--- src/rtl/amgpio_pkg.sv ---
package amgpio_pkg;

  localparam int BUS_AW = 10;
  localparam int BUS_DW = 32;

  // word addresses (byte offset / 4)
  localparam logic [BUS_AW-1:0] W_DIR    = 10'h100;
  localparam logic [BUS_AW-1:0] W_SENSE  = 10'h101;
  localparam logic [BUS_AW-1:0] W_BOTH   = 10'h102;
  localparam logic [BUS_AW-1:0] W_EVENT  = 10'h103;
  localparam logic [BUS_AW-1:0] W_MASK   = 10'h104;
  localparam logic [BUS_AW-1:0] W_RAW    = 10'h105;
  localparam logic [BUS_AW-1:0] W_MIS    = 10'h106;
  localparam logic [BUS_AW-1:0] W_CLR    = 10'h107;
  localparam logic [BUS_AW-1:0] W_ALT    = 10'h108;
  localparam logic [BUS_AW-1:0] W_PAD0   = 10'h140;
  localparam logic [BUS_AW-1:0] W_LOCK   = 10'h148;
  localparam logic [BUS_AW-1:0] W_COMMIT = 10'h149;
  localparam logic [BUS_AW-1:0] W_ID0    = 10'h3F4;

  localparam logic [BUS_DW-1:0] UNLOCK_KEY = 32'h0ACC_E551;

  // Identification byte selected by the low nibble of the word address.
  // The area begins at nibble 4 and ends at nibble 15.
  function automatic logic [7:0] id_byte(input logic [3:0] nib);
    case (nib)
      4'd8:    id_byte = 8'h61;
      4'd10:   id_byte = 8'h18;
      4'd11:   id_byte = 8'h01;
      4'd12:   id_byte = 8'h0D;
      4'd13:   id_byte = 8'hF0;
      4'd14:   id_byte = 8'h05;
      4'd15:   id_byte = 8'hB1;
      default: id_byte = 8'h00;
    endcase
  endfunction

endpackage

--- src/rtl/amgpio_sync.sv ---
module amgpio_sync #(
  parameter int WIDTH  = 8,
  parameter int STAGES = 2
) (
  input  logic             clk,
  input  logic             rst,
  input  logic [WIDTH-1:0] async_i,
  output logic [WIDTH-1:0] sync_o
);
  logic [WIDTH-1:0] chain [STAGES];

  always_ff @(posedge clk) begin
    if (rst) chain[0] <= '0;
    else     chain[0] <= async_i;
  end

  for (genvar s = 1; s < STAGES; s++) begin : g_stage
    always_ff @(posedge clk) begin
      if (rst) chain[s] <= '0;
      else     chain[s] <= chain[s-1];
    end
  end

  assign sync_o = chain[STAGES-1];
endmodule

--- src/rtl/amgpio_irq_detect.sv ---
module amgpio_irq_detect #(
  parameter int WIDTH = 8
) (
  input  logic             clk,
  input  logic             rst,
  input  logic [WIDTH-1:0] level_i,
  input  logic [WIDTH-1:0] sense_i,
  input  logic [WIDTH-1:0] both_i,
  input  logic [WIDTH-1:0] event_i,
  input  logic             clr_en_i,
  input  logic [WIDTH-1:0] clr_bits_i,
  output logic [WIDTH-1:0] raw_o
);
  logic [WIDTH-1:0] prev_q;

  always_ff @(posedge clk) begin
    if (rst) prev_q <= '0;
    else     prev_q <= level_i;
  end

  for (genvar i = 0; i < WIDTH; i++) begin : g_bit
    logic rise, fall, hit, drop;
    assign rise = level_i[i] & ~prev_q[i];
    assign fall = ~level_i[i] & prev_q[i];
    always_comb begin
      if (sense_i[i])     hit = (level_i[i] == event_i[i]);
      else if (both_i[i]) hit = rise | fall;
      else if (event_i[i]) hit = rise;
      else                hit = fall;
    end
    assign drop = clr_en_i & clr_bits_i[i];

    always_ff @(posedge clk) begin
      if (rst)      raw_o[i] <= 1'b0;
      else if (hit) raw_o[i] <= 1'b1;
      else if (drop) raw_o[i] <= 1'b0;
    end

    // status is sticky unless a clear names this bit
    assert_sticky_R10: assert property (@(posedge clk) disable iff (rst)
      (raw_o[i] && !(clr_en_i && clr_bits_i[i])) |=> raw_o[i]);
    // an edge-sensed bit cannot rise while the level is steady
    assert_edge_only_R9: assert property (@(posedge clk) disable iff (rst)
      (!sense_i[i] && !raw_o[i] && level_i[i] == prev_q[i]) |=> !raw_o[i]);
  end
endmodule

--- src/rtl/amgpio_lock.sv ---
module amgpio_lock #(
  parameter int WIDTH = 8,
  parameter int DW    = 32,
  parameter logic [DW-1:0] KEY = 32'h0ACC_E551
) (
  input  logic             clk,
  input  logic             rst,
  input  logic             wr_lock_i,
  input  logic             wr_commit_i,
  input  logic             wr_alt_i,
  input  logic [DW-1:0]    wdata_i,
  output logic             locked_o,
  output logic [WIDTH-1:0] commit_o,
  output logic [WIDTH-1:0] alt_o
);
  always_ff @(posedge clk) begin
    if (rst) begin
      locked_o <= 1'b1;
      commit_o <= '1;
      alt_o    <= '0;
    end else begin
      if (wr_lock_i) locked_o <= (wdata_i != KEY);
      if (wr_commit_i && !locked_o) commit_o <= wdata_i[WIDTH-1:0];
      if (wr_alt_i) alt_o <= (alt_o & ~commit_o) | (wdata_i[WIDTH-1:0] & commit_o);
    end
  end

  // reset leaves the block locked with every commit bit open
  assert_reset_state_R5: assert property (@(posedge clk)
    $past(rst) |-> (locked_o && commit_o == '1));
  // commit is frozen while locked
  assert_commit_guard_R6: assert property (@(posedge clk) disable iff (rst)
    (locked_o && wr_commit_i) |=> $stable(commit_o));
  // bits outside commit never move
  assert_alt_guard_R7: assert property (@(posedge clk) disable iff (rst)
    wr_alt_i |=> ((alt_o ^ $past(alt_o)) & ~$past(commit_o)) == '0);
endmodule

--- src/rtl/amgpio_top.sv ---
module amgpio_top #(
  parameter int NPINS       = 8,
  parameter int SYNC_STAGES = 2,
  parameter int PAD_REGS    = 8
) (
  input  logic                         clk,
  input  logic                         rst,
  input  logic                         bus_sel,
  input  logic                         bus_wr,
  input  logic [amgpio_pkg::BUS_AW-1:0] bus_addr,
  input  logic [amgpio_pkg::BUS_DW-1:0] bus_wdata,
  output logic [amgpio_pkg::BUS_DW-1:0] bus_rdata,
  output logic                         bus_rvalid,
  input  logic [NPINS-1:0]             pin_in,
  output logic [NPINS-1:0]             pin_out,
  output logic [NPINS-1:0]             pin_oe,
  output logic [NPINS-1:0]             alt_sel,
  output logic                         irq
);
  import amgpio_pkg::*;

  localparam int PAD_IW = $clog2(PAD_REGS);

  logic             wr_en, rd_en, is_data, is_pad, is_id;
  logic [NPINS-1:0] acc_mask, wmask;
  logic [NPINS-1:0] dir_q, sense_q, both_q, event_q, imask_q, out_q;
  logic [NPINS-1:0] pad_q [PAD_REGS];
  logic [NPINS-1:0] pin_sync, data_view, raw, mis, commit, alt;
  logic             locked;
  logic [BUS_DW-1:0] rd_val;

  assign wr_en    = bus_sel & bus_wr;
  assign rd_en    = bus_sel & ~bus_wr;
  assign is_data  = (bus_addr[BUS_AW-1:BUS_AW-2] == 2'b00);
  assign is_pad   = (bus_addr[BUS_AW-1:PAD_IW] == W_PAD0[BUS_AW-1:PAD_IW]);
  assign is_id    = (bus_addr >= W_ID0);
  assign acc_mask = bus_addr[NPINS-1:0];
  assign wmask    = acc_mask & dir_q;

  amgpio_sync #(.WIDTH(NPINS), .STAGES(SYNC_STAGES)) u_sync (
    .clk(clk), .rst(rst), .async_i(pin_in), .sync_o(pin_sync)
  );

  assign data_view = (dir_q & out_q) | (~dir_q & pin_sync);

  amgpio_irq_detect #(.WIDTH(NPINS)) u_det (
    .clk(clk), .rst(rst), .level_i(pin_sync),
    .sense_i(sense_q), .both_i(both_q), .event_i(event_q),
    .clr_en_i(wr_en && bus_addr == W_CLR),
    .clr_bits_i(bus_wdata[NPINS-1:0]),
    .raw_o(raw)
  );

  assign mis = raw & imask_q;

  amgpio_lock #(.WIDTH(NPINS), .DW(BUS_DW), .KEY(UNLOCK_KEY)) u_lock (
    .clk(clk), .rst(rst),
    .wr_lock_i(wr_en && bus_addr == W_LOCK),
    .wr_commit_i(wr_en && bus_addr == W_COMMIT),
    .wr_alt_i(wr_en && bus_addr == W_ALT),
    .wdata_i(bus_wdata),
    .locked_o(locked), .commit_o(commit), .alt_o(alt)
  );

  // configuration and output latch
  always_ff @(posedge clk) begin
    if (rst) begin
      dir_q   <= '0;
      sense_q <= '0;
      both_q  <= '0;
      event_q <= '0;
      imask_q <= '0;
      out_q   <= '0;
    end else if (wr_en) begin
      if (is_data) out_q <= (out_q & ~wmask) | (bus_wdata[NPINS-1:0] & wmask);
      case (bus_addr)
        W_DIR:   dir_q   <= bus_wdata[NPINS-1:0];
        W_SENSE: sense_q <= bus_wdata[NPINS-1:0];
        W_BOTH:  both_q  <= bus_wdata[NPINS-1:0];
        W_EVENT: event_q <= bus_wdata[NPINS-1:0];
        W_MASK:  imask_q <= bus_wdata[NPINS-1:0];
        default: ;
      endcase
    end
  end

  // pad-control bytes, one register per word
  for (genvar p = 0; p < PAD_REGS; p++) begin : g_pad
    always_ff @(posedge clk) begin
      if (rst) pad_q[p] <= '0;
      else if (wr_en && is_pad && bus_addr[PAD_IW-1:0] == PAD_IW'(p))
        pad_q[p] <= bus_wdata[NPINS-1:0];
    end
  end

  // read selection
  always_comb begin
    rd_val = '0;
    if (is_data)      rd_val = BUS_DW'(data_view & acc_mask);
    else if (is_id)   rd_val = BUS_DW'(id_byte(bus_addr[3:0]));
    else if (is_pad)  rd_val = BUS_DW'(pad_q[bus_addr[PAD_IW-1:0]]);
    else begin
      case (bus_addr)
        W_DIR:    rd_val = BUS_DW'(dir_q);
        W_SENSE:  rd_val = BUS_DW'(sense_q);
        W_BOTH:   rd_val = BUS_DW'(both_q);
        W_EVENT:  rd_val = BUS_DW'(event_q);
        W_MASK:   rd_val = BUS_DW'(imask_q);
        W_RAW:    rd_val = BUS_DW'(raw);
        W_MIS:    rd_val = BUS_DW'(mis);
        W_ALT:    rd_val = BUS_DW'(alt);
        W_LOCK:   rd_val = BUS_DW'(locked);
        W_COMMIT: rd_val = BUS_DW'(commit);
        default:  rd_val = '0;
      endcase
    end
  end

  always_ff @(posedge clk) begin
    if (rst) begin
      bus_rdata  <= '0;
      bus_rvalid <= 1'b0;
      irq        <= 1'b0;
    end else begin
      bus_rvalid <= rd_en;
      bus_rdata  <= rd_en ? rd_val : '0;
      irq        <= |mis;
    end
  end

  assign pin_out = out_q;
  assign pin_oe  = dir_q;
  assign alt_sel = alt;

  // a data write leaves input-direction and unmasked bits alone
  assert_dir_gate_R2: assert property (@(posedge clk) disable iff (rst)
    (wr_en && is_data) |=> ((out_q ^ $past(out_q)) & ~$past(dir_q & acc_mask)) == '0);
  // read data is valid exactly one cycle after a read strobe
  assert_read_latency_R1: assert property (@(posedge clk) disable iff (rst)
    rd_en |=> bus_rvalid);
  // nothing but a direction write moves the direction register
  assert_dir_hold_R12: assert property (@(posedge clk) disable iff (rst)
    !(wr_en && bus_addr == W_DIR) |=> $stable(dir_q));
endmodule

--- config.mk ---
export PLATFORM = sky130hd
export DESIGN_NAME = amgpio_top
export DESIGN_NICKNAME = d
export VERILOG_FILES = /design/src/rtl/amgpio_pkg.sv /design/src/rtl/amgpio_sync.sv /design/src/rtl/amgpio_irq_detect.sv /design/src/rtl/amgpio_lock.sv /design/src/rtl/amgpio_top.sv
export SDC_FILE = /design/constraint.sdc
export NUM_CORES = 1
export LEC_CHECK = 0
export BUFFER_PORTS_ARGS = -buffer_cell sky130_fd_sc_hd__clkbuf_2
export CORE_ASPECT_RATIO = 1.2
export CORE_MARGIN = 4
export CORE_UTILIZATION = 58
export DETAILED_ROUTE_END_ITERATION = 8
export GPL_ROUTABILITY_DRIVEN = 0
export PLACE_DENSITY = 0.78
export SLEW_MARGIN = 40
export SYNTH_ARGS = -nofsm -noshare
export SYNTH_HDL_FRONTEND = slang
export SYNTH_SLANG_ARGS = --single-unit
--- constraint.sdc ---
create_clock -name clk -period 3.9 [get_ports clk]
set_input_delay 1.17 -clock clk [delete_from_list [all_inputs] [get_ports clk]]
set_output_delay 1.17 -clock clk [all_outputs]
set_load 0.02 [all_outputs]
After elaboration in Yosys (flattened, before gate mapping). Memories as Yosys holds them, arrays and structs flattened. Index checks and enable logic that the tools add are counted.

Memories kept: 2. Logic and storage cells: 251. ROM bits: 0. Output and inout bits: 58. RAM bits: 80. Input port bits: 54. Bits in registers: 115. Bits in latches: 0.

Equality and inequality tests: 35. Divide/modulo/power cells: 0. Shift-type cells: 0. Add/subtract/negate cells: 0. Reduce and logical (&&, ||, !) cells: 33. Order comparisons: 1. Multipliers: 0. Bitwise logic cells: 77. Multiplexer cells: 82.

Memories: pad_q (words 8, width 8, rd ports 1, clocked after Yosys merged registers in 0, wr ports 8, line amgpio_top.sv:27) `logic [NPINS-1:0] pad_q [PAD_REGS];`; u_sync.chain (words 2, width 8, rd ports 2, clocked after Yosys merged registers in 0, wr ports 2, line amgpio_sync.sv:10) `logic [WIDTH-1:0] chain [STAGES];`.

Operators with widths (count): $eq 10x9->1 const B (11); $mux 8 (13); $pmux 8 s10 (1); $and 8x8->8 (9); $mux 1 (67); $pmux 8 s7 (1); $ne 32x28->1 const B (1); $eq 4x4->1 const B (7); $and 1x1->1 (26); $not 8->8 (3); $or 8x8->8 (3); $not 1->1 (18); $or 1x1->1 (18); $reduce_bool 2->1 (8); $logic_and 1x1->1 (14); $eq 3x3->1 const B (4); $reduce_and 2->1 (6); $ge 10x10->1 const B (1); $eq 1x1->1 (8); $reduce_or 8->1 (1); $eq 7x6->1 const B (1); $eq 3x2->1 const B (2); $eq 3x1->1 const B (1); $logic_not 3->1 (1); other kinds (3) (3).

Longest topological paths before layout. Gate-level depths: netlist of run 1.

Depth in word-level cells: 7. Gate-level depth with buffers: 8. Gate-level depth less buffers: 7.

Cells and area by module. From an unflattened synthesis of run 1, not the netlist that was laid out.

Cell total of the unflattened synthesis: 858. Area total of the unflattened synthesis: 8570.7 um2.

By module, submodules not included: amgpio_top (instances 1, cells an instance 624, sequential area each 3083.0 um2, area each 6351.1 um2); amgpio_irq_detect (instances 1, cells an instance 115, sequential area each 320.3 um2, area each 996.0 um2); amgpio_lock (instances 1, cells an instance 86, sequential area each 340.3 um2, area each 759.5 um2); amgpio_sync (instances 1, cells an instance 33, sequential area each 320.3 um2, area each 464.2 um2).

Worst setup path before layout of run 1. Ideal clock, no wire load.

Kind: input port to flip-flop. Start: in bus_addr[4] (netlist bit). End: mem pad_q[4][0] (enable). Data arrival time: 2.737 ns. Cell stages on the path: 4. Path slack: 0.788 ns. Data required time: 3.525 ns. Library setup time: 0.375 ns. Path buffers: 0. Cell sequence: or4b_1 -> nor3_2 -> nand4_1 -> o21bai_1.

RTL lines: start, declared (line amgpio_top.sv:10) `input logic [amgpio_pkg::BUS_AW-1:0] bus_addr,`; end, declared (line amgpio_top.sv:27).

Worst setup path after layout of run 1.
Start: in bus_addr[4] (netlist bit). End: reg bus_rdata[1] (netlist bit).

Word-level cells in the longest chain between the ends: 5. Elaborated cells on any way between the ends: 16. Those cells by class: order compare (1); eq/ne (11); mux (4).

RTL lines: $eq 10x9->1 (line amgpio_top.sv:103) `case (bus_addr)`; $pmux 8 s10 (line amgpio_top.sv:103); $mux 8 (line amgpio_top.sv:101) `else if (is_pad) rd_val = BUS_DW'(pad_q[bus_addr[PAD_IW-1:0]]);`; $mux 8 * (line amgpio_top.sv:100) `else if (is_id) rd_val = BUS_DW'(id_byte(bus_addr[3:0]));`; $mux 8 * (line amgpio_top.sv:99) `if (is_data) rd_val = BUS_DW'(data_view & acc_mask);`; end signal, assigned (line amgpio_top.sv:126) `bus_rdata <= rd_en ? rd_val : '0;`; end, declared (line amgpio_top.sv:12) `output logic [amgpio_pkg::BUS_DW-1:0] bus_rdata,`.

Mark *: on every way between the ends. The rest lies on a longest branch, timed or not. A chain may end at the register's enable or synchronous reset.

==> results of run 1 <==
## power breakdown
part	internal (W)	switching (W)	total (W)
Sequential	0.00189	0.0000213	0.00192
Combinational	0.000105	0.000195	0.000300
Clock	0.000905	0.000705	0.00161
Total	0.00291	0.000921	0.00383
## through the flow
| step | hold slack (ps) | setup slack, ps | instances |
|---|---|---|---|
| 3_3_place_gp | 417 | 473 | 1095 |
| 6_report | 435 | 864 | 1127 |
| 2_1_floorplan | 414 | 788 | 859 |
| 5_1_grt | 457 | 746 | 1127 |
| 4_1_cts | 434 | 859 | 1127 |
| 3_5_place_dp | 421 | 461 | 1095 |
## how the worst max path moves through the flow
stage,to
floorplan,pad_q[4][0]
global route,u_det.raw_o[6]
detailed placement,u_det.raw_o[7]
finish,bus_rdata[1]
CTS,u_det.raw_o[6]
global placement,u_det.raw_o[7]
## critical path: stages
cell                       delay (ps)
sky130_fd_sc_hd__clkbuf_2         170
sky130_fd_sc_hd__or4_1            800
sky130_fd_sc_hd__nor3_2           360
sky130_fd_sc_hd__o2111a_1         270
sky130_fd_sc_hd__a211oi_1          60
sky130_fd_sc_hd__a211oi_1         480
## kinds of logic (layout without fill, tap and decap cells)
logic type | count (synthesis) | in the layout
AND/OR/NAND/NOR | 345 | 345
flip-flops | 171 | 171
AO/OA/AOI/OAI | 121 | 121
buffers and inverters | 96 | 164
multiplexers | 77 | 77
adder cells (fa/ha/maj) | 16 | 16
XOR/XNOR | 9 | 9
other | 1 | 24
## final cells by class
class,instances,area [µm²]
clock inverters,12,113
flip-flops and latches,171,4060
inverters,20,75.1
repair buffers,112,629
clock buffers,20,447
well taps,200,250
multi-input cells,592,4160
fillers,1125,4740
## sequential cells by signal, indices dropped and copies added, names as in the netlist, named ones only
name	count
irq	1
imask_q	8
u_sync.chain	16
u_lock.commit_o	8
pin_oe	8
bus_rdata	8
u_lock.locked_o	1
bus_rvalid	1
event_q	8
both_q	8
u_det.prev_q	8
sense_q	8
pad_q	64
u_det.raw_o	8
## cell usage in the layout (no fill, tap or decap), types with 21 or more instances in the layout
master,count
sky130_fd_sc_hd__a21oi_1,29
sky130_fd_sc_hd__and2_1,64
sky130_fd_sc_hd__buf_4,25
sky130_fd_sc_hd__clkbuf_2,86
sky130_fd_sc_hd__conb_1,24
sky130_fd_sc_hd__dfxtp_1,107
sky130_fd_sc_hd__edfxtp_1,64
sky130_fd_sc_hd__mux2i_1,46
sky130_fd_sc_hd__mux4_2,21
sky130_fd_sc_hd__nand2_1,74
sky130_fd_sc_hd__nand3_1,36
sky130_fd_sc_hd__nor2_1,76
sky130_fd_sc_hd__nor2b_1,38
## metal layers
metal  vias to the layer above  track usage
li1                       3108            -
met1                      3146        0.364
met2                       385        0.455
met3                        88       0.0542
met4                         0        0.165
met5                         -            0
==> impl_metrics.tcl, run 1 <==
set metrics [dict create \
    outcome "complete, no violations" \
    timing.hold.worst_path_depth 1 \
    vdd_ir_drop_max_v 0.000345 \
    routed_wl_um 23800 \
    detail_route.wirelength.met1_um 9160 \
    timing.max_cap.violations 0 \
    max_slew_margin 0.478 \
    worstReg2RegStart "pad_q[7][7]" \
    synth_top_family_by_area "simple AND/OR/NAND/NOR gates" \
    placementRows 48 \
    top_level_port_count 112 \
    yosys_warnings 0 \
    synth_top_area_share 0.248 \
    postSynthAreaPerCell_um2 10.3 \
    final-hold-violation-count 0 \
    grt_first_pass_wirelength_um 36700 \
    worstMarginPinSlew_ps 780 \
    dr_wl_met3_um 1850 \
    worstSetupStartpointType "primary input" \
    synth.ff_latch_count 171 \
    cts.sink_count 171 \
    synth-compound-area-share 0.0999 \
    grtUsageTotal 0.285 \
    crit_start "bus_addr[4]" \
    area_delta_synth_final_pct 12.8 \
    leakagePower_nw 3.83 \
    timing.critical_path.to_type "register" \
    route.met2.wl_um 11400 \
    power_density_nw_per_um2 393 \
    final_max_slew_viol_count 0 \
    cts_tree "yes" \
    fin_skew_ps 9.82 \
    dp.final_hpwl_um 16700 \
    die-area_um2 16900 \
    fp.coreArea_um2 14500 \
    detailedRoute.firstIterationViolations 854 \
    synth_enable_flop_cells 64 \
    path_max_fanout 7 \
    path_class "primary input to register" \
    clkLatencyLatePin_ps 430 \
    nNetsFinal 984 \
    yosys.area.top_type "sky130_fd_sc_hd__dfxtp_1" \
    cp_data_arrival_time_ps 3310 \
    synthXorXnorAreaFrac 0.00914 \
    cts-resized-gates 0 \
    setup_repair_after_global_routing_missed_its_margin "no" \
    fin_crit_sh 0.778 \
    ff2ff_setup_slack_ps 2090 \
    finalWorstPathRequiredPeriod_ps 3040 \
    initial_antenna_violation_count 0 \
    route.detailed.drc 0 \
    r2r_cells 4 \
    synth-async-reset-ratio 0 \
    start_util 0.596 \
    simple_gate_area_share_of_the_yosys_netlist 0.218 \
    num_vias 6727 \
    reg2reg_to "bus_rdata[7]" \
    critical_path_required_ps 4170 \
    post-cts-setup-buffer-count 0 \
    clockRootBuffer "sky130_fd_sc_hd__clkbuf_16" \
    dominantRegCellSynth "sky130_fd_sc_hd__dfxtp_1" \
    min-delay-path-class "register to register" \
    drive_above_1_share 0.203 \
    cts.hold.buffers_added 0 \
    yosys-mux-area-fraction 0.121 \
    io_buffers 87 \
    gate_count_of_the_mapped_netlist 836 \
    drt_pass1_iterations 6 \
    cts_max_level 4 \
    detail-route-antenna-nets 0 \
    first_global_vias 6398 \
    yosys-top-cells-area "sky130_fd_sc_hd__dfxtp_1, sky130_fd_sc_hd__edfxtp_1, sky130_fd_sc_hd__mux4_2" \
    worst_setup_hold_path_clk_slew_ps 70 \
    ys_seq_area_frac 0.471 \
    cts_made_buffers 17 \
    finalPower_w 0.00383 \
    synth-adder-area-share 0.0232 \
    synthMostInstantiatedCell "sky130_fd_sc_hd__dfxtp_1" \
    post_synth_top_cells "sky130_fd_sc_hd__dfxtp_1, sky130_fd_sc_hd__nor2_1, sky130_fd_sc_hd__nand2_1, sky130_fd_sc_hd__and2_1, sky130_fd_sc_hd__edfxtp_1" \
    detail_route.vias_per_cell 5.97 \
    maximum_number_of_pins_on_one_net_before_global_route_repair 89 \
    timing.hold.worst_endpoint "u_sync.chain[1][3]" \
    highest_layer "met4" \
    setup-tns-final_ps 0 \
    drt-wirelength-per-cell_um 21.1 \
    die_w_um 119 \
    distinct_cell_type_count_of_the_synthesized_netlist 68 \
    stdcell_area_um2 9730 \
    hold_path_startpoint "u_sync.chain[0][3]" \
    dieHeight_um 142 \
    placed_cell_area_um2 9180 \
    grt_overflow 0 \
    syn-cell-area_um2 8630 \
    timing.final.setup_violations 0 \
    cts.path.max_buffers 2 \
    diodes 0 \
    final_core_util 0.673 \
    fmax_mhz 329 \
]
(Power assumes the default switching activity.)
==> run 2, diff against run 1 <==
- clock period: 3.9 -> 2.9 ns (I/O delays scaled with it)
==> impl_metrics.tcl, run 2 (synthesis results as in run 1) <==
set metrics [dict create \
    post-cts-setup-buffer-count 0 \
    cp_slowest_stage_delay_ps 640 \
    reg2reg_to "bus_rdata[5]" \
    grt_first_pass_wirelength_um 37300 \
    vdd_ir_drop_max_v 0.000508 \
    drt-wirelength-per-cell_um 21.1 \
    crit_start "bus_addr[4]" \
    drt_pass1_iterations 5 \
    setup_repair_after_global_routing_missed_its_margin "no" \
    share_of_total_power_in_sequential_cells 0.489 \
    clock_power_share 0.431 \
    path_class "primary input to register" \
    combinationalPowerShare 0.079 \
    path_max_fanout 8 \
    dp.final_hpwl_um 17200 \
    worstMarginPinSlew_ps 745 \
    cts.path.max_buffers 2 \
    crit_cells 7 \
    timing.max_cap.violations 0 \
    fp.coreArea_um2 14500 \
    critPathSlowestCell "sky130_fd_sc_hd__or4_1" \
    detail-route-antenna-nets 0 \
    num_vias 6894 \
    cts_tree "yes" \
    cp_data_arrival_time_ps 2760 \
    placementRows 48 \
    power_density_nw_per_um2 532 \
    clkLatencyLatePin_ps 430 \
    timing.critical_path.cells "clkbuf_2, or4_1, buf_4, nor2_1, nand2_1, mux2i_1, nor2_1" \
    fin_skew_ps 8.72 \
    max_slew_margin 0.504 \
    critical-path-top-cell-by-count "sky130_fd_sc_hd__nor2_1" \
    first_global_vias 6751 \
    cts_made_buffers 17 \
    routed_wl_um 24100 \
    dieHeight_um 142 \
    cts.hold.buffers_added 0 \
    grtUsageTotal 0.289 \
    die_w_um 119 \
    regMostFlops "pad_q" \
    area.sequential_um2 4060 \
    route.detailed.drc 0 \
    final_max_slew_viol_count 0 \
    cts.sink_count 171 \
    timing.critical_path.to_type "register" \
    area_delta_synth_final_pct 15.0 \
    worst_setup_hold_path_clk_slew_ps 60 \
    top_level_port_count 112 \
    cts-resized-gates 0 \
    net-switching-power_w 0.00123 \
    fin_crit_sh 0.848 \
    area_used_by_multi_input_combinational_logic_um2 4160 \
    grt_overflow 0 \
    r2r_cells 4 \
    power_report.internal_total_w 0.00405 \
    min-delay-path-class "register to register" \
    die-area_um2 16900 \
    timing.hold.worst_path_depth 1 \
    timing.hold.worst_endpoint "u_sync.chain[1][7]" \
    switching_share 0.233 \
    cp.buffers_inverters 2 \
    instances_no_fill 1143 \
    placedCellCount 1111 \
    hold_path_startpoint "u_sync.chain[0][7]" \
    initial_antenna_violation_count 0 \
    drive_above_1_share 0.215 \
    timing.final.setup_violations 0 \
    maximum_number_of_pins_on_one_net_before_global_route_repair 59 \
    flip_flop_count_of_the_largest_register_all_copies_and_words_added 64 \
    detail_route.vias_per_cell 6.03 \
    finalWorstPathRequiredPeriod_ps 2460 \
    leakagePower_nw 3.92 \
    io_buffers 87 \
    worstReg2RegStart "pad_q[3][5]" \
    cts_max_level 4 \
    start_util 0.596 \
    worstSetupStartpointType "primary input" \
    top_regs "pad_q: 64 flops, u_sync.chain: 16 flops" \
    setup-tns-final_ps 0 \
    nNetsFinal 1000 \
    clockRootBuffer "sky130_fd_sc_hd__clkbuf_16" \
    final-hold-violation-count 0 \
    mostFrequentLayoutCell "sky130_fd_sc_hd__dfxtp_1" \
    ff2ff_setup_slack_ps 1180 \
    fmax_mhz 407 \
    critical_path_required_ps 3200 \
    most-common-layout-cells "sky130_fd_sc_hd__dfxtp_1, sky130_fd_sc_hd__clkbuf_2, sky130_fd_sc_hd__nor2_1" \
    diodes 0 \
    fill_cells 1104 \
    cpLargestDelayFamily "simple AND/OR/NAND/NOR gates" \
    outcome "complete, no violations" \
    detailedRoute.firstIterationViolations 841 \
]
[run 2: cell types whose count changed in the layout (fill, tap and decap cells not counted)]
cell / delta
sky130_fd_sc_hd__buf_4: +14
sky130_fd_sc_hd__inv_6: -4
sky130_fd_sc_hd__buf_12: +3
sky130_fd_sc_hd__clkinv_4: +3
sky130_fd_sc_hd__clkbuf_1: +2
sky130_fd_sc_hd__buf_6: -1
sky130_fd_sc_hd__bufinv_16: +1
sky130_fd_sc_hd__clkbuf_16: +1
sky130_fd_sc_hd__inv_1: -1
sky130_fd_sc_hd__inv_4: -1
sky130_fd_sc_hd__inv_8: -1
[run 2: routing by layer]
layer / wire, µm / up-vias / part of all wire / track usage
met4: 1340 / 0 / 0.055 / 0.165
met5: 0 / - / 0 / 0
li1: - / 3150 / - / -
met3: 1980 / 85 / 0.082 / 0.0710
met1: 8950 / 3325 / 0.37 / 0.348
met2: 11900 / 334 / 0.49 / 0.474
[run 2: how the worst max path moves through the flow]
| stage | to | slack (ps) |
|---|---|---|
| 2_1_floorplan | pad_q[4][0] | 90 |
| 3_3_place_gp | bus_rdata[2] | 80 |
| 3_5_place_dp | imask_q[0] | 40 |
| 4_1_cts | imask_q[0] | 490 |
| 5_1_grt | imask_q[0] | 370 |
| 6_report | imask_q[0] | 440 |
[run 2: power groups by stage]
stage | sequential, W | clock, W | combinational (W)
2_1_floorplan | 0.00262 | 0 | 0.000287
3_3_place_gp | 0.00263 | 0 | 0.000404
3_5_place_dp | 0.00263 | 0 | 0.000409
4_1_cts | 0.00258 | 0.00229 | 0.000411
5_1_grt | 0.00258 | 0.00240 | 0.000448
6_report | 0.00258 | 0.00227 | 0.000419
[run 2: metrics by stage]
stage	setup WS [ps]	utilization	hold slack [ps]	instance area [µm²]	total power [W]
5_1_grt	374	0.685	448	9920	0.00543
3_3_place_gp	82.0	0.645	420	9330	0.00303
6_report	442	0.685	440	9920	0.00527
4_1_cts	493	0.685	445	9920	0.00528
2_1_floorplan	88.3	-	414	8710	0.00290
3_5_place_dp	44.1	0.645	431	9330	0.00304
[run 2: area by class of cell]
class,instances,share of cell area
multi-input combinational,592,0.419
sequential,171,0.410
timing repair buffer,128,0.0790
clock buffer,23,0.0483
tap,200,0.0252
clock inverter,9,0.0114
inverter,20,0.00757
==> run 3, diff against run 2 <==
- clock period: 2.9 -> 2.4 ns (I/O delays scaled with it)
==> impl_metrics.tcl, run 3 (synthesis results as in run 1) <==
set metrics [dict create \
    outcome "complete, no violations" \
    timing.final.setup_violations 0 \
    route.detailed.drc 0 \
    timing.max_cap.violations 0 \
    cts_max_level 4 \
    io_buffers 87 \
    max_slew_margin 0.555 \
    area.sequential_um2 4060 \
    dp.final_hpwl_um 18100 \
    grt_overflow 0 \
    flip_flop_count_of_the_largest_register_all_copies_and_words_added 64 \
    maximum_number_of_pins_on_one_net_before_global_route_repair 66 \
    leakagePower_nw 4.22 \
    critical_path_required_ps 2690 \
    mostFrequentLayoutCell "sky130_fd_sc_hd__dfxtp_1" \
    cts-resized-gates 0 \
    preCtsSetupSlack_ps -384 \
    cts.hold.buffers_added 0 \
    clock_power_share 0.414 \
    fin_crit_sh 0.932 \
    fin_skew_ps 7.05 \
    grt_first_pass_wirelength_um 37800 \
    area_delta_synth_final_pct 20.8 \
    routed_wl_um 24700 \
    fp.coreArea_um2 14500 \
    cts_tree "yes" \
    vdd_ir_drop_max_v 0.000463 \
    fill_cells 1045 \
    dieHeight_um 142 \
    worst_slack_ps 162 \
    detail-route-antenna-nets 0 \
    diodes 0 \
    drive_above_1_share 0.263 \
    final-hold-violation-count 0 \
    min-delay-path-class "register to register" \
    clkLatencyLatePin_ps 430 \
    power_report.internal_total_w 0.00475 \
    share_of_total_power_in_sequential_cells 0.494 \
    path_max_fanout 11 \
    combinationalPowerShare 0.092 \
    switching_share 0.247 \
    post-cts-setup-buffer-count 0 \
    initial_antenna_violation_count 0 \
    grtUsageTotal 0.293 \
    regMostFlops "pad_q" \
    stdcell_area_um2 10400 \
    drt-wirelength-per-cell_um 20.6 \
    detailedRoute.firstIterationViolations 893 \
    top_regs "pad_q: 64 flops, u_sync.chain: 16 flops" \
    worstSetupStartpointType "primary input" \
    setup-tns-final_ps 0 \
    nNetsFinal 1053 \
    area_used_by_multi_input_combinational_logic_um2 4190 \
    drt_pass1_iterations 7 \
    cts.path.max_buffers 2 \
    detail_route.vias_per_cell 5.92 \
    net-switching-power_w 0.00155 \
    power_density_nw_per_um2 605 \
    cts_made_buffers 17 \
    fmax_mhz 447 \
    num_vias 7075 \
    start_util 0.596 \
    finalWorstPathRequiredPeriod_ps 2240 \
    setup_repair_after_global_routing_missed_its_margin "no" \
    first_global_vias 6996 \
    worst_setup_hold_path_clk_slew_ps 70 \
    die_w_um 119 \
    path_class "primary input to register" \
    top_level_port_count 112 \
    timing.critical_path.to_type "register" \
    clockRootBuffer "sky130_fd_sc_hd__clkbuf_16" \
    die-area_um2 16900 \
    worstMarginPinSlew_ps 668 \
    placed_cell_area_um2 9870 \
    placementRows 48 \
    final_max_slew_viol_count 0 \
    cts.sink_count 171 \
    cp_data_arrival_time_ps 2530 \
    most-common-layout-cells "sky130_fd_sc_hd__dfxtp_1, sky130_fd_sc_hd__clkbuf_2, sky130_fd_sc_hd__buf_4" \
]
## run 3: cell types whose count changed in the layout (fill, tap and decap cells not counted), moves of 2 or more
cell	previous run	this run
sky130_fd_sc_hd__o21bai_2	0	3
sky130_fd_sc_hd__o21bai_1	5	1
sky130_fd_sc_hd__inv_6	1	4
sky130_fd_sc_hd__buf_12	3	12
sky130_fd_sc_hd__clkbuf_1	4	2
sky130_fd_sc_hd__clkinv_1	1	3
sky130_fd_sc_hd__buf_4	39	83
## run 3: worst max-delay path, cell delays in order
cell	delay, ps
sky130_fd_sc_hd__clkbuf_2	280
sky130_fd_sc_hd__buf_12	200
sky130_fd_sc_hd__mux4_2	530
sky130_fd_sc_hd__and3_1	230
sky130_fd_sc_hd__nor4_1	400
sky130_fd_sc_hd__a21oi_1	160
## run 3: area by class of cell
class | instances | area share
multi-input combinational | 592 | 0.402
sequential | 171 | 0.390
timing repair buffer | 181 | 0.124
clock buffer | 19 | 0.0415
tap | 200 | 0.0240
clock inverter | 13 | 0.0112
inverter | 20 | 0.00720
## run 3: metal layers
| layer | global-route usage | part of all wire | vias to the layer above |
|---|---|---|---|
| met5 | 0 | 0 | - |
| met4 | 0.160 | 0.055 | 0 |
| met3 | 0.0622 | 0.077 | 96 |
| met2 | 0.504 | 0.50 | 368 |
| met1 | 0.342 | 0.37 | 3360 |
| li1 | - | - | 3251 |
## run 3: final timing paths
check | from | endpoint | slack (ps) | cells after the start
worst min-delay path | u_sync.chain[0][5] | u_sync.chain[1][5] | 440 | 1
worst max register to register | pad_q[7][7] | bus_rdata[7] | 580 | 4
worst max-delay path | bus_addr[0] | bus_rdata[7] | 160 | 6
worst min register to register | u_sync.chain[0][5] | u_sync.chain[1][5] | 440 | 1
## run 3: per-stage QoR
step                std cells  power, W  hold slack [ps]   util
finish                   1196   0.00630              438  0.720
global route             1196   0.00649              460  0.720
CTS                      1196   0.00632              441  0.720
detailed placement       1164   0.00374              426  0.682
global placement         1164   0.00373              419  0.682
floorplan                 859   0.00351              414      -
## run 3: power by group through the flow
stage	combinational (W)	sequential [W]	clock [W]
finish	0.000579	0.00311	0.00261
global route	0.000612	0.00312	0.00276
CTS	0.000568	0.00311	0.00264
detailed placement	0.000565	0.00318	0
global placement	0.000559	0.00317	0
floorplan	0.000351	0.00316	0
